===== src/rtl/tick_timer16_pkg.sv =====
package tick_timer16_pkg;

    localparam int CNT_W   = 16;
    localparam int NUM_SRC = 4;
    localparam int SEL_W   = $clog2(NUM_SRC);
    localparam int DIV_W   = 2;
    localparam int PRE_W   = (1 << DIV_W) - 1;

    // control word layout
    localparam int SRC_LSB  = 0;
    localparam int DIV_LSB  = SRC_LSB + SEL_W;
    localparam int MODE_LSB = DIV_LSB + DIV_W;
    localparam int CLR_BIT  = MODE_LSB + 2;
    localparam int IE_BIT   = CLR_BIT + 1;
    localparam int FLAG_BIT = IE_BIT + 1;
    localparam int CTRL_W   = FLAG_BIT + 1;

    typedef enum logic [1:0] {
        MODE_HALT = 2'd0,
        MODE_UP   = 2'd1,
        MODE_FREE = 2'd2,
        MODE_TRI  = 2'd3
    } tmr_mode_e;

    typedef struct packed {
        logic [SEL_W-1:0] src;
        logic [DIV_W-1:0] div;
        tmr_mode_e        mode;
        logic             ie;
        logic             flag;
    } tmr_ctrl_t;

endpackage


===== src/rtl/tmr_src_sel.sv =====
module tmr_src_sel
    import tick_timer16_pkg::*;
#(
    parameter int N_SRC = NUM_SRC,
    localparam int SW   = $clog2(N_SRC)
) (
    input  logic [N_SRC-1:0] src_en,
    input  logic [SW-1:0]    sel,
    output logic             src_tick
);

    logic [N_SRC-1:0] hit;

    for (genvar i = 0; i < N_SRC; i++) begin : g_src
        assign hit[i] = src_en[i] && (sel == SW'(i));
    end

    assign src_tick = |hit;

endmodule


===== src/rtl/tmr_prescale.sv =====
module tmr_prescale
    import tick_timer16_pkg::*;
#(
    parameter int DW = DIV_W,
    localparam int CW = (1 << DW) - 1
) (
    input  logic          clk,
    input  logic          rst_n,
    input  logic          src_tick,
    input  logic [DW-1:0] div_sel,
    input  logic          clr,
    output logic          tick
);

    logic [CW-1:0] div_cnt_d, div_cnt_q;
    logic [CW-1:0] limit;

    always_comb begin
        limit     = CW'((1 << div_sel) - 1);
        tick      = src_tick && (div_cnt_q >= limit);
        div_cnt_d = div_cnt_q;
        if (clr) begin
            div_cnt_d = '0;
        end else if (src_tick) begin
            div_cnt_d = tick ? '0 : div_cnt_q + 1'b1;
        end
    end

    always_ff @(posedge clk or negedge rst_n) begin
        if (!rst_n) div_cnt_q <= '0;
        else        div_cnt_q <= div_cnt_d;
    end


    div_restart_chk: assert property (@(posedge clk) disable iff (!rst_n)
        (tick && !clr) |=> (div_cnt_q == '0));

endmodule


===== src/rtl/tmr_count_core.sv =====
module tmr_count_core
    import tick_timer16_pkg::*;
#(
    parameter int W = CNT_W
) (
    input  logic         clk,
    input  logic         rst_n,
    input  logic         tick,
    input  tmr_mode_e    mode,
    input  logic [W-1:0] period,
    input  logic         clr,
    input  logic         load,
    input  logic [W-1:0] load_val,
    output logic [W-1:0] cnt,
    output logic         ovf
);

    typedef struct packed {
        logic [W-1:0] cnt;
        logic         down;
    } core_st_t;

    core_st_t st_d, st_q;

    always_comb begin
        st_d = st_q;
        ovf  = 1'b0;
        if (clr) begin
            st_d.cnt  = '0;
            st_d.down = 1'b0;
        end else if (load) begin
            st_d.cnt = load_val;
        end else if (tick) begin
            case (mode)
                MODE_UP: begin
                    if (st_q.cnt >= period) begin
                        st_d.cnt = '0;
                        ovf      = 1'b1;
                    end else begin
                        st_d.cnt = st_q.cnt + 1'b1;
                    end
                end
                MODE_FREE: begin
                    st_d.cnt = st_q.cnt + 1'b1;
                    ovf      = (st_q.cnt == {W{1'b1}});
                end
                MODE_TRI: begin
                    if (!st_q.down) begin
                        if (st_q.cnt < period) begin
                            st_d.cnt = st_q.cnt + 1'b1;
                        end else if (st_q.cnt != '0) begin
                            st_d.cnt  = st_q.cnt - 1'b1;
                            ovf       = (st_q.cnt == W'(1));
                            st_d.down = (st_q.cnt != W'(1));
                        end
                    end else begin
                        if (st_q.cnt == '0) begin
                            st_d.down = 1'b0;
                        end else begin
                            st_d.cnt = st_q.cnt - 1'b1;
                            if (st_q.cnt == W'(1)) begin
                                ovf       = 1'b1;
                                st_d.down = 1'b0;
                            end
                        end
                    end
                end
                default: begin
                    st_d = st_q;
                end
            endcase
        end
    end

    always_ff @(posedge clk or negedge rst_n) begin
        if (!rst_n) st_q <= '0;
        else        st_q <= st_d;
    end

    assign cnt = st_q.cnt;


    halt_hold_chk: assert property (@(posedge clk) disable iff (!rst_n)
        (mode == MODE_HALT && !clr && !load) |=> $stable(cnt));


    up_wrap_chk: assert property (@(posedge clk) disable iff (!rst_n)
        (tick && mode == MODE_UP && !clr && !load && cnt >= period) |=> (cnt == '0));


    free_wrap_chk: assert property (@(posedge clk) disable iff (!rst_n)
        (tick && mode == MODE_FREE && !clr && !load && cnt == {W{1'b1}}) |=> (cnt == '0));


    clear_zero_chk: assert property (@(posedge clk) disable iff (!rst_n)
        clr |=> (cnt == '0));

endmodule


===== src/rtl/tick_timer16.sv =====
module tick_timer16
    import tick_timer16_pkg::*;
(
    input  logic              clk,
    input  logic              rst_n,
    input  logic [3:0]        src_en,
    input  logic              ctrl_wr,
    input  logic [8:0]        ctrl_wdata,
    output logic [8:0]        ctrl_rdata,
    input  logic              period_wr,
    input  logic [15:0]       period_wdata,
    input  logic              cnt_wr,
    input  logic [15:0]       cnt_wdata,
    output logic [15:0]       count,
    output logic              ovf_flag,
    output logic              irq
);

    typedef struct packed {
        tmr_ctrl_t        ctrl;
        logic [CNT_W-1:0] period;
    } top_st_t;

    top_st_t st_d, st_q;

    logic src_tick, tick, clr, ovf;

    assign clr = ctrl_wr && ctrl_wdata[CLR_BIT];

    always_comb begin
        st_d = st_q;
        if (ctrl_wr) begin
            st_d.ctrl.src  = ctrl_wdata[SRC_LSB +: SEL_W];
            st_d.ctrl.div  = ctrl_wdata[DIV_LSB +: DIV_W];
            st_d.ctrl.mode = tmr_mode_e'(ctrl_wdata[MODE_LSB +: 2]);
            st_d.ctrl.ie   = ctrl_wdata[IE_BIT];
            st_d.ctrl.flag = ctrl_wdata[FLAG_BIT];
        end
        if (ovf) begin
            st_d.ctrl.flag = 1'b1;
        end
        if (period_wr) begin
            st_d.period = period_wdata;
        end
    end

    always_ff @(posedge clk or negedge rst_n) begin
        if (!rst_n) st_q <= '0;
        else        st_q <= st_d;
    end

    tmr_src_sel #(.N_SRC(NUM_SRC)) u_sel (
        .src_en   (src_en),
        .sel      (st_q.ctrl.src),
        .src_tick (src_tick)
    );

    tmr_prescale #(.DW(DIV_W)) u_pre (
        .clk      (clk),
        .rst_n    (rst_n),
        .src_tick (src_tick),
        .div_sel  (st_q.ctrl.div),
        .clr      (clr),
        .tick     (tick)
    );

    tmr_count_core #(.W(CNT_W)) u_core (
        .clk      (clk),
        .rst_n    (rst_n),
        .tick     (tick),
        .mode     (st_q.ctrl.mode),
        .period   (st_q.period),
        .clr      (clr),
        .load     (cnt_wr),
        .load_val (cnt_wdata),
        .cnt      (count),
        .ovf      (ovf)
    );

    assign ovf_flag   = st_q.ctrl.flag;
    assign irq        = st_q.ctrl.flag && st_q.ctrl.ie;
    assign ctrl_rdata = {st_q.ctrl.flag, st_q.ctrl.ie, 1'b0,
                         st_q.ctrl.mode, st_q.ctrl.div, st_q.ctrl.src};


    flag_sticky_chk: assert property (@(posedge clk) disable iff (!rst_n)
        (ovf_flag && !ctrl_wr) |=> ovf_flag);


    flag_event_chk: assert property (@(posedge clk) disable iff (!rst_n)
        ovf |=> ovf_flag);

endmodule


===== config.mk =====
export PLATFORM = sky130hd
export DESIGN_NAME = tick_timer16
export DESIGN_NICKNAME = d
export VERILOG_FILES = /design/src/rtl/tick_timer16_pkg.sv /design/src/rtl/tmr_src_sel.sv /design/src/rtl/tmr_prescale.sv /design/src/rtl/tmr_count_core.sv /design/src/rtl/tick_timer16.sv
export SDC_FILE = /design/constraint.sdc
export NUM_CORES = 1
export LEC_CHECK = 0
export ABC_AREA = 1
export ABC_CLOCK_PERIOD_IN_PS = 2900
export BUFFER_PORTS_ARGS = -buffer_cell sky130_fd_sc_hd__buf_4
export CORE_MARGIN = 3
export CORE_UTILIZATION = 45
export CTS_CLUSTER_DIAMETER = 40
export DETAILED_ROUTE_END_ITERATION = 10
export GPL_ROUTABILITY_DRIVEN = 0
export MAX_ROUTING_LAYER = met4
export PLACE_DENSITY = 0.67
export SYNTH_ARGS = -nofsm -noshare
export SYNTH_HDL_FRONTEND = slang
export SYNTH_HIERARCHICAL = 1
export SYNTH_SLANG_ARGS = --single-unit

===== constraint.sdc =====
create_clock -name clk -period 2.9 [get_ports clk]
set_input_delay 0.58 -clock clk [delete_from_list [all_inputs] [get_ports clk]]
set_output_delay 0.58 -clock clk [all_outputs]
set_load 0.02 [all_outputs]

==> key figures, run 1 <==
Floorplanning
  • Die height: roughly 100 um
  • Die X: 101 um
  • Initial Util: 47.7%
  • Num ports: 77
  • Die area: 10100 um2
  • # rows: 33
  • CORE AREA: around 8500 um2

Setup path
  • Cell family with most CP delay: simple AND/OR/NAND/NOR gates
  • Slowest-stage cell, CP: dfrtp_1
  • CP Capture Type: flop
  • Most used cell, CP: nor2_1
  • Critical-path cell list: ha_1 > a21oi_1 > nor2_1 > nor2_1 > nand2_1 > nand2_1 > nand3_2 > nand2_2 > nand2_4 > nand2_4 > nor2_1 > a31oi_1
  • CP Class: flop to flop
  • Worst Path Max Fanout: 17
  • R2R setup slack: between 0.3 and 0.4 ns
  • CP Launch Type: flop
  • Worst Path Required: ~3.1 ns
  • Slowest stage delay, CP: 0.61 ns
  • Buf/Inv on CP: 0
  • Worst path arrival time: 2.73 ns

STA
  • Minimum clock period: 2.51 ns
  • Pins Over Slew Limit: 0
  • RSZ-0062 raised after global routing: no
  • Worst slew pin tran: between 0.5 and 0.6 ns
  • Fmax: around 400 MHz
  • Final Hold Viols: 0
  • Period utilisation layout: 86.4%
  • Setup TNS Final: 0 ns
  • Slew headroom: 62.0%
  • Clock Skew: 0.0108 ns
  • Final setup violation count: 0

Clocking
  • Postcts setup bufs: 0
  • Sinks on the clock net: 44
  • H-tree Lvls: 2
  • Clock Path Buffers: 2
  • Hold-fix buffer count after cts: 0
  • Root buf cell: clkbuf_8
  • CTS tree: yes
  • CTS Buf Count: 5
  • Reg clk slew, reported paths: 0.09 ns
  • Post-CTS resize count: 0
  • Clk_lat worst skew: 0.31 ns

Status
  • Status: completed

Pwr
  • Flop pwr share: 28.5%
  • Switch share: 47.5%
  • Int Power: 0.00164 W
  • P_sw: approximately 0.0015 W
  • Peak supply drop: 0.000327 V
  • Pwr Density: 683 nW/um2
  • Clock share of power: 15.4%
  • Combinational Power Share: 56.2%
  • Leakage: 2.40 nW
  • Total power: 0.00313 W

Routing
  • DR WL/cell: 14.6 um
  • DRC: 0
  • Post-DRT Antenna Nets: 0
  • Drt pass-1 iters: 6
  • Drt total wl: around 11000 um
  • Vias: between 3000 and 4000
  • Via density: 5.19
  • First DRT Iteration DRCs: 268

Synthesis
  • Post-Synth Simple-Gate Area: 32.2%
  • Main combinational cell family by area after synthesis: simple AND/OR/NAND/NOR gates
  • Warnings from Yosys: 6
  • Post-Synth Adder-Cell Area: around 7.4%
  • Post-Syn Instances: around 590
  • Post-synth top area cell: dfrtp_1
  • Most area-consuming cells after synthesis: dfrtp_1 27%, nand2_1 15%, ha_1 7.4%, inv_1 6.9%, buf_4 5.2%
  • Synth Net Count: approximately 660
  • XOR/XNOR share of the synthesized area: 4.34%
  • Share of the synthesized area in the top cell type: between 20% and 30%
  • Primary flip-flop cell chosen by synthesis mapping: dfrtp_1
  • Post-synth design cell area: slightly above 4000 um2
  • Mux cell area share after synthesis: 0%
  • Seq/Total Area, Yosys: 27.3%
  • Ys async rst share: between 90% and 100%
  • Yosys reg bits: 44
  • Compound-Gate Fraction of Synth Area: 12.1%
  • Post-synthesis cell type count: between 40 and 50
  • EDFF count, synth: 0
  • Avg Inst Size Synth: about 6.9 um2

Finish
  • # diodes: 0
  • Share of cells above drive strength 1: 21.3%
  • Nets: 712
  • Most frequent cells in the layout: 160 x nand2_1, 87 x buf_4, 74 x inv_1
  • Fillers: 839
  • Fin area: 4580 um2
  • Area delta synth->final: 13.6%
  • Commonest non-fill, non-tap cell in the layout: nand2_1

Placement
  • Area after DPL: 4480 um2
  • IO Port Bufs: 75
  • Final HPWL DP: 8410 um

Global routing
  • Pin count of the biggest net entering global routing: 45
  • Vias in the first global route: 3871
  • First-pass GRT wire length: 18400 um
  • Grt ovf: 0
  • GRT Resource Usage Total: around 23%
  • Initial antenna violation count: 0

Hold path
  • Worst min-delay path category: primary input to asynchronous set/reset pin

Job
  • Max cap viols: 0
[worst register-to-register path: stages (launching register included)]
cell and delay, ns:
dfrtp_1 0.61, ha_1 0.33, a21oi_1 0.12, nor2_1 0.05, nor2_1 0.08, nand2_1 0.06, nand2_1 0.11, nand3_2 0.27
nand2_2 0.17, nand2_4 0.16, nand2_4 0.24, nor2_1 0.07, a31oi_1 0.15
[cell usage after synthesis (7+ instances only)]
cell / count
inv_2: 9
buf_4: 28
o21ai_0: 18
buf_6: 9
ha_1: 24
a21oi_1: 38
nor2_1: 47
a22oi_1: 15
dfrtp_1: 44
xor2_1: 15
nand2_1: 160
nand4_1: 7
inv_1: 74
nand3_1: 38
[cell type report]
cell class,count,area (um2),area share [%]
Clock buffer,6,72.6,1.58
Clock inverter,2,35.0,0.764
Inverter,86,323,7.04
Multi-Input combinational cell,414,2270,49.5
Sequential cell,44,1100,24.0
Tap cell,105,131,2.87
Timing Repair Buffer,87,653,14.2
[metrics by stage]
step	setup slack (ns)	util (%)	hold slack (ns)	cells
after global routing	0.174	54.2	0.318	744
after floorplan	0.880	-	0.284	588
final	0.394	54.2	0.267	744
after CTS	0.426	54.2	0.291	744
after global placement	0.512	52.9	0.485	736
after detailed placement	0.450	52.9	0.488	736
[routing by layer]
layer	vias to the layer above	track usage (%)	part of all wire, %
met3	10	3.04	6.1
met5	-	-	0
met2	141	36.8	46
met1	1769	31.4	47
li1	1941	-	-
met4	0	5.91	1.2
[registers in the layout, indices dropped and copies added (netlist names)]
signal	cells
st_q	16
u_core/cnt	16
ctrl_rdata	7
u_pre/div_cnt_q	3
ovf_flag	1
u_core/st_q	1
[worst paths after layout]
check,startpoint,end,depth (start not counted)
max,u_core/cnt[5]$_DFFE_PN0P_,u_core/cnt[0]$_DFFE_PN0P_,12
min,rst_n,st_q[9]$_DFFE_PN0P_,1
max reg2reg,u_core/cnt[5]$_DFFE_PN0P_,u_core/cnt[0]$_DFFE_PN0P_,12
min reg2reg,ctrl_rdata[7]$_DFFE_PN0P_,ctrl_rdata[7]$_DFFE_PN0P_,2
max in group asynchronous,rst_n,u_core/cnt[15]$_DFFE_PN0P_,1
min in group clk,ctrl_wdata[3],ctrl_rdata[3]$_DFFE_PN0P_,3
[cell families after synthesis]
family,Yosys count
XOR/XNOR,20
AO/OA/AOI/OAI,83
adder cells (fa/ha/maj),24
flip-flops,44
other,1
AND/OR/NAND/NOR,286
buffers and inverters,130
[power by group through the flow]
| stage | clock [W] | sequential [W] | combinational (W) |
|---|---|---|---|
| 6_report | 0.000481 | 0.000892 | 0.00176 |
| 5_1_grt | 0.000514 | 0.000914 | 0.00197 |
| 4_1_cts | 0.000490 | 0.000893 | 0.00175 |
| 3_5_place_dp | 0 | 0.000901 | 0.00174 |
| 3_3_place_gp | 0 | 0.000902 | 0.00170 |
| 2_1_floorplan | 0 | 0.000854 | 0.00139 |
Power figures use the tool's default switching activity.
==> run 2: changes to the inputs <==
--- a/config.mk
+++ b/config.mk
@@ -6,7 +6,7 @@
 export NUM_CORES = 1
 export LEC_CHECK = 0
 export ABC_AREA = 1
-export ABC_CLOCK_PERIOD_IN_PS = 2900
+export ABC_CLOCK_PERIOD_IN_PS = 3200
 export BUFFER_PORTS_ARGS = -buffer_cell sky130_fd_sc_hd__buf_4
 export CORE_MARGIN = 3
 export CORE_UTILIZATION = 45
@@ -14,7 +14,8 @@
 export DETAILED_ROUTE_END_ITERATION = 10
 export GPL_ROUTABILITY_DRIVEN = 0
 export MAX_ROUTING_LAYER = met4
-export PLACE_DENSITY = 0.67
+export PLACE_DENSITY = 0.74
+export SKIP_LAST_GASP = 1
 export SYNTH_ARGS = -nofsm -noshare
 export SYNTH_HDL_FRONTEND = slang
 export SYNTH_HIERARCHICAL = 1
==> constraint.sdc (replaced) <==
create_clock -name clk -period 3.2 [get_ports clk]
set_input_delay 0.64 -clock clk [delete_from_list [all_inputs] [get_ports clk]]
set_output_delay 0.64 -clock clk [all_outputs]
set_load 0.02 [all_outputs]
==> key figures, run 2 (synthesized netlist as in run 1, its figures left out) <==
Clocking
  • CTS Buf Count: 5 (unchanged)
  • Postcts setup bufs: 0 (unchanged)
  • CTS tree: yes
  • Root buf cell: clkbuf_8
  • Reg clk slew, reported paths: 0.09 ns (about the same)
  • Clock Path Buffers: 2 (unchanged)
  • Sinks on the clock net: 44 (unchanged)
  • H-tree Lvls: 2 (unchanged)
  • Hold-fix buffer count after cts: 0 (unchanged)
  • Clk_lat worst skew: 0.30 ns (about the same)
  • Post-CTS resize count: 0 (unchanged)

Routing
  • Vias: 3901 (+1.0%)
  • DRC: 0 (unchanged)
  • First DRT Iteration DRCs: 296 (+10%)
  • Drt total wl: 10800 um (-0.77%)
  • Met2 routed WL: 5170 um (+4.6%)
  • DR WL/cell: 14.6 um (+0.30%)
  • Via density: 5.30 (+2.1%)
  • Drt pass-1 iters: 5 (-1)
  • Post-DRT Antenna Nets: 0 (unchanged)
  • DR top layer: met4
  • Metal3 WL: 913 um (+39%)
  • M1 wire length: 4540 um (-12%)

Floorplanning
  • # rows: 33 (unchanged)
  • Die height: 101 um (unchanged)
  • Die area: 10100 um2 (unchanged)
  • Initial Util: 47.7% (unchanged)
  • Num ports: 77 (unchanged)
  • Die X: 101 um (unchanged)
  • CORE AREA: 8460 um2 (unchanged)

Setup path
  • Critical-path cell list: ha_1 > a21oi_1 > nor2_1 > nor2_1 > nand2_1 > nand2_1 > nand3_2 > nand2_2 > nand2_4 > nand2_4 > nor2_1 > a31oi_1
  • Worst Path Required: 3.42 ns (+0.29 ns)
  • Reg2Reg Depth: 12 (unchanged)
  • CP Class: flop to flop
  • Slowest-stage cell, CP: dfrtp_1
  • Worst path arrival time: 2.85 ns (+0.12 ns)
  • Cell family with most CP delay: simple AND/OR/NAND/NOR gates
  • Buf/Inv on CP: 0 (unchanged)
  • CP Depth: 12 (unchanged)
  • Worst Path Max Fanout: 17 (unchanged)
  • Slowest stage delay, CP: 0.64 ns (+0.03 ns)
  • CP Capture Type: flop
  • Most used cell, CP: nor2_1
  • CP Launch Type: flop

STA
  • Setup TNS Final: 0 ns (unchanged)
  • Final setup violation count: 0 (unchanged)
  • Clock Skew: 0.00517 ns (-0.00565 ns)
  • Slew headroom: 60.2% (-1.8 points)
  • Worst slew pin tran: 0.595 ns (+0.0252 ns)
  • Fmax: 380 MHz (-4.7%)
  • Worst setup margin: 0.571 ns (+0.176 ns)
  • RSZ-0062 raised after global routing: no
  • Period utilisation layout: 82.2% (-4.2 points)
  • Minimum clock period: 2.63 ns (+0.124 ns)
  • Final Hold Viols: 0 (unchanged)
  • Pins Over Slew Limit: 0 (unchanged)

Finish
  • Area delta synth->final: 12.3%
  • Final core occ: 53.5% (-0.64 points)
  • Commonest non-fill, non-tap cell in the layout: nand2_1
  • Fillers: 824 (-1.8%)
  • Nets: 706 (-0.84%)
  • # diodes: 0 (unchanged)
  • Most frequent cells in the layout: 160 x nand2_1, 81 x buf_4, 74 x inv_1
  • Share of cells above drive strength 1: 20.4% (-0.84 points)

Global routing
  • Vias in the first global route: 3906 (+0.90%)
  • GRT Resource Usage Total: 22.8% (-0.42 points)
  • Grt ovf: 0 (unchanged)
  • First-pass GRT wire length: 18100 um (-1.4%)
  • Initial antenna violation count: 0 (unchanged)
  • Pin count of the biggest net entering global routing: 45 (unchanged)

Placement
  • IO Port Bufs: 75 (unchanged)
  • Worst slack, placed: 0.661 ns (+0.211 ns)
  • Final HPWL DP: 8180 um (-2.7%)

Hold path
  • Worst min-delay path category: primary input to asynchronous set/reset pin

Pwr
  • Pwr Density: 615 nW/um2 (-9.9%)
  • Leakage: 2.37 nW (-1.4%)
  • Peak supply drop: 0.000243 V (-26%)

Job
  • Max cap viols: 0 (unchanged)

Status
  • Status: completed
run 2: layout make-up:
cell class	count	area [um2]	share of cell area, %
multi-input cells	414	2270	50.1
clock buffers	5	68.8	1.52
flip-flops and latches	44	1100	24.3
repair buffers	81	608	13.4
clock inverters	1	30.0	0.663
inverters	86	323	7.13
well taps	105	131	2.90
run 2: per-stage QoR:
| stage | hold WS [ns] | instances | power, W | area [um2] |
|---|---|---|---|---|
| 3_5_place_dp | 0.492 | 730 | 0.00235 | 4430 |
| 6_report | 0.337 | 736 | 0.00279 | 4530 |
| 4_1_cts | 0.363 | 736 | 0.00278 | 4530 |
| 3_3_place_gp | 0.487 | 730 | 0.00231 | 4430 |
| 5_1_grt | 0.377 | 736 | 0.00302 | 4530 |
| 2_1_floorplan | 0.344 | 588 | 0.00203 | 4040 |
run 2: routing by layer:
metal  GRT usage, %  up-vias
li1               -     1922
met1           29.2     1786
met2           36.7      176
met3           3.74       17
met4           7.56        0
met5              -        -
run 2: final timing paths:
path                                           startpoint                         end  slack [ns]
worst max-delay path            u_core/cnt[5]$_DFFE_PN0P_   u_core/cnt[0]$_DFFE_PN0P_        0.57
worst min-delay path                                rst_n        st_q[12]$_DFFE_PN0P_        0.34
worst max register to register  u_core/cnt[5]$_DFFE_PN0P_   u_core/cnt[0]$_DFFE_PN0P_        0.57
max in group asynchronous                           rst_n  u_core/cnt[14]$_DFFE_PN0P_        2.48
worst min register to register  ctrl_rdata[7]$_DFFE_PN0P_   ctrl_rdata[7]$_DFFE_PN0P_        0.51
min in group clk                ctrl_rdata[7]$_DFFE_PN0P_   ctrl_rdata[7]$_DFFE_PN0P_        0.51
run 2: power by group:
part           internal, W  switching [W]  total, W
clock network     0.000225       0.000199  0.000423
registers         0.000660       0.000208  0.000868
logic             0.000566       0.000931   0.00150
total              0.00145        0.00134   0.00279
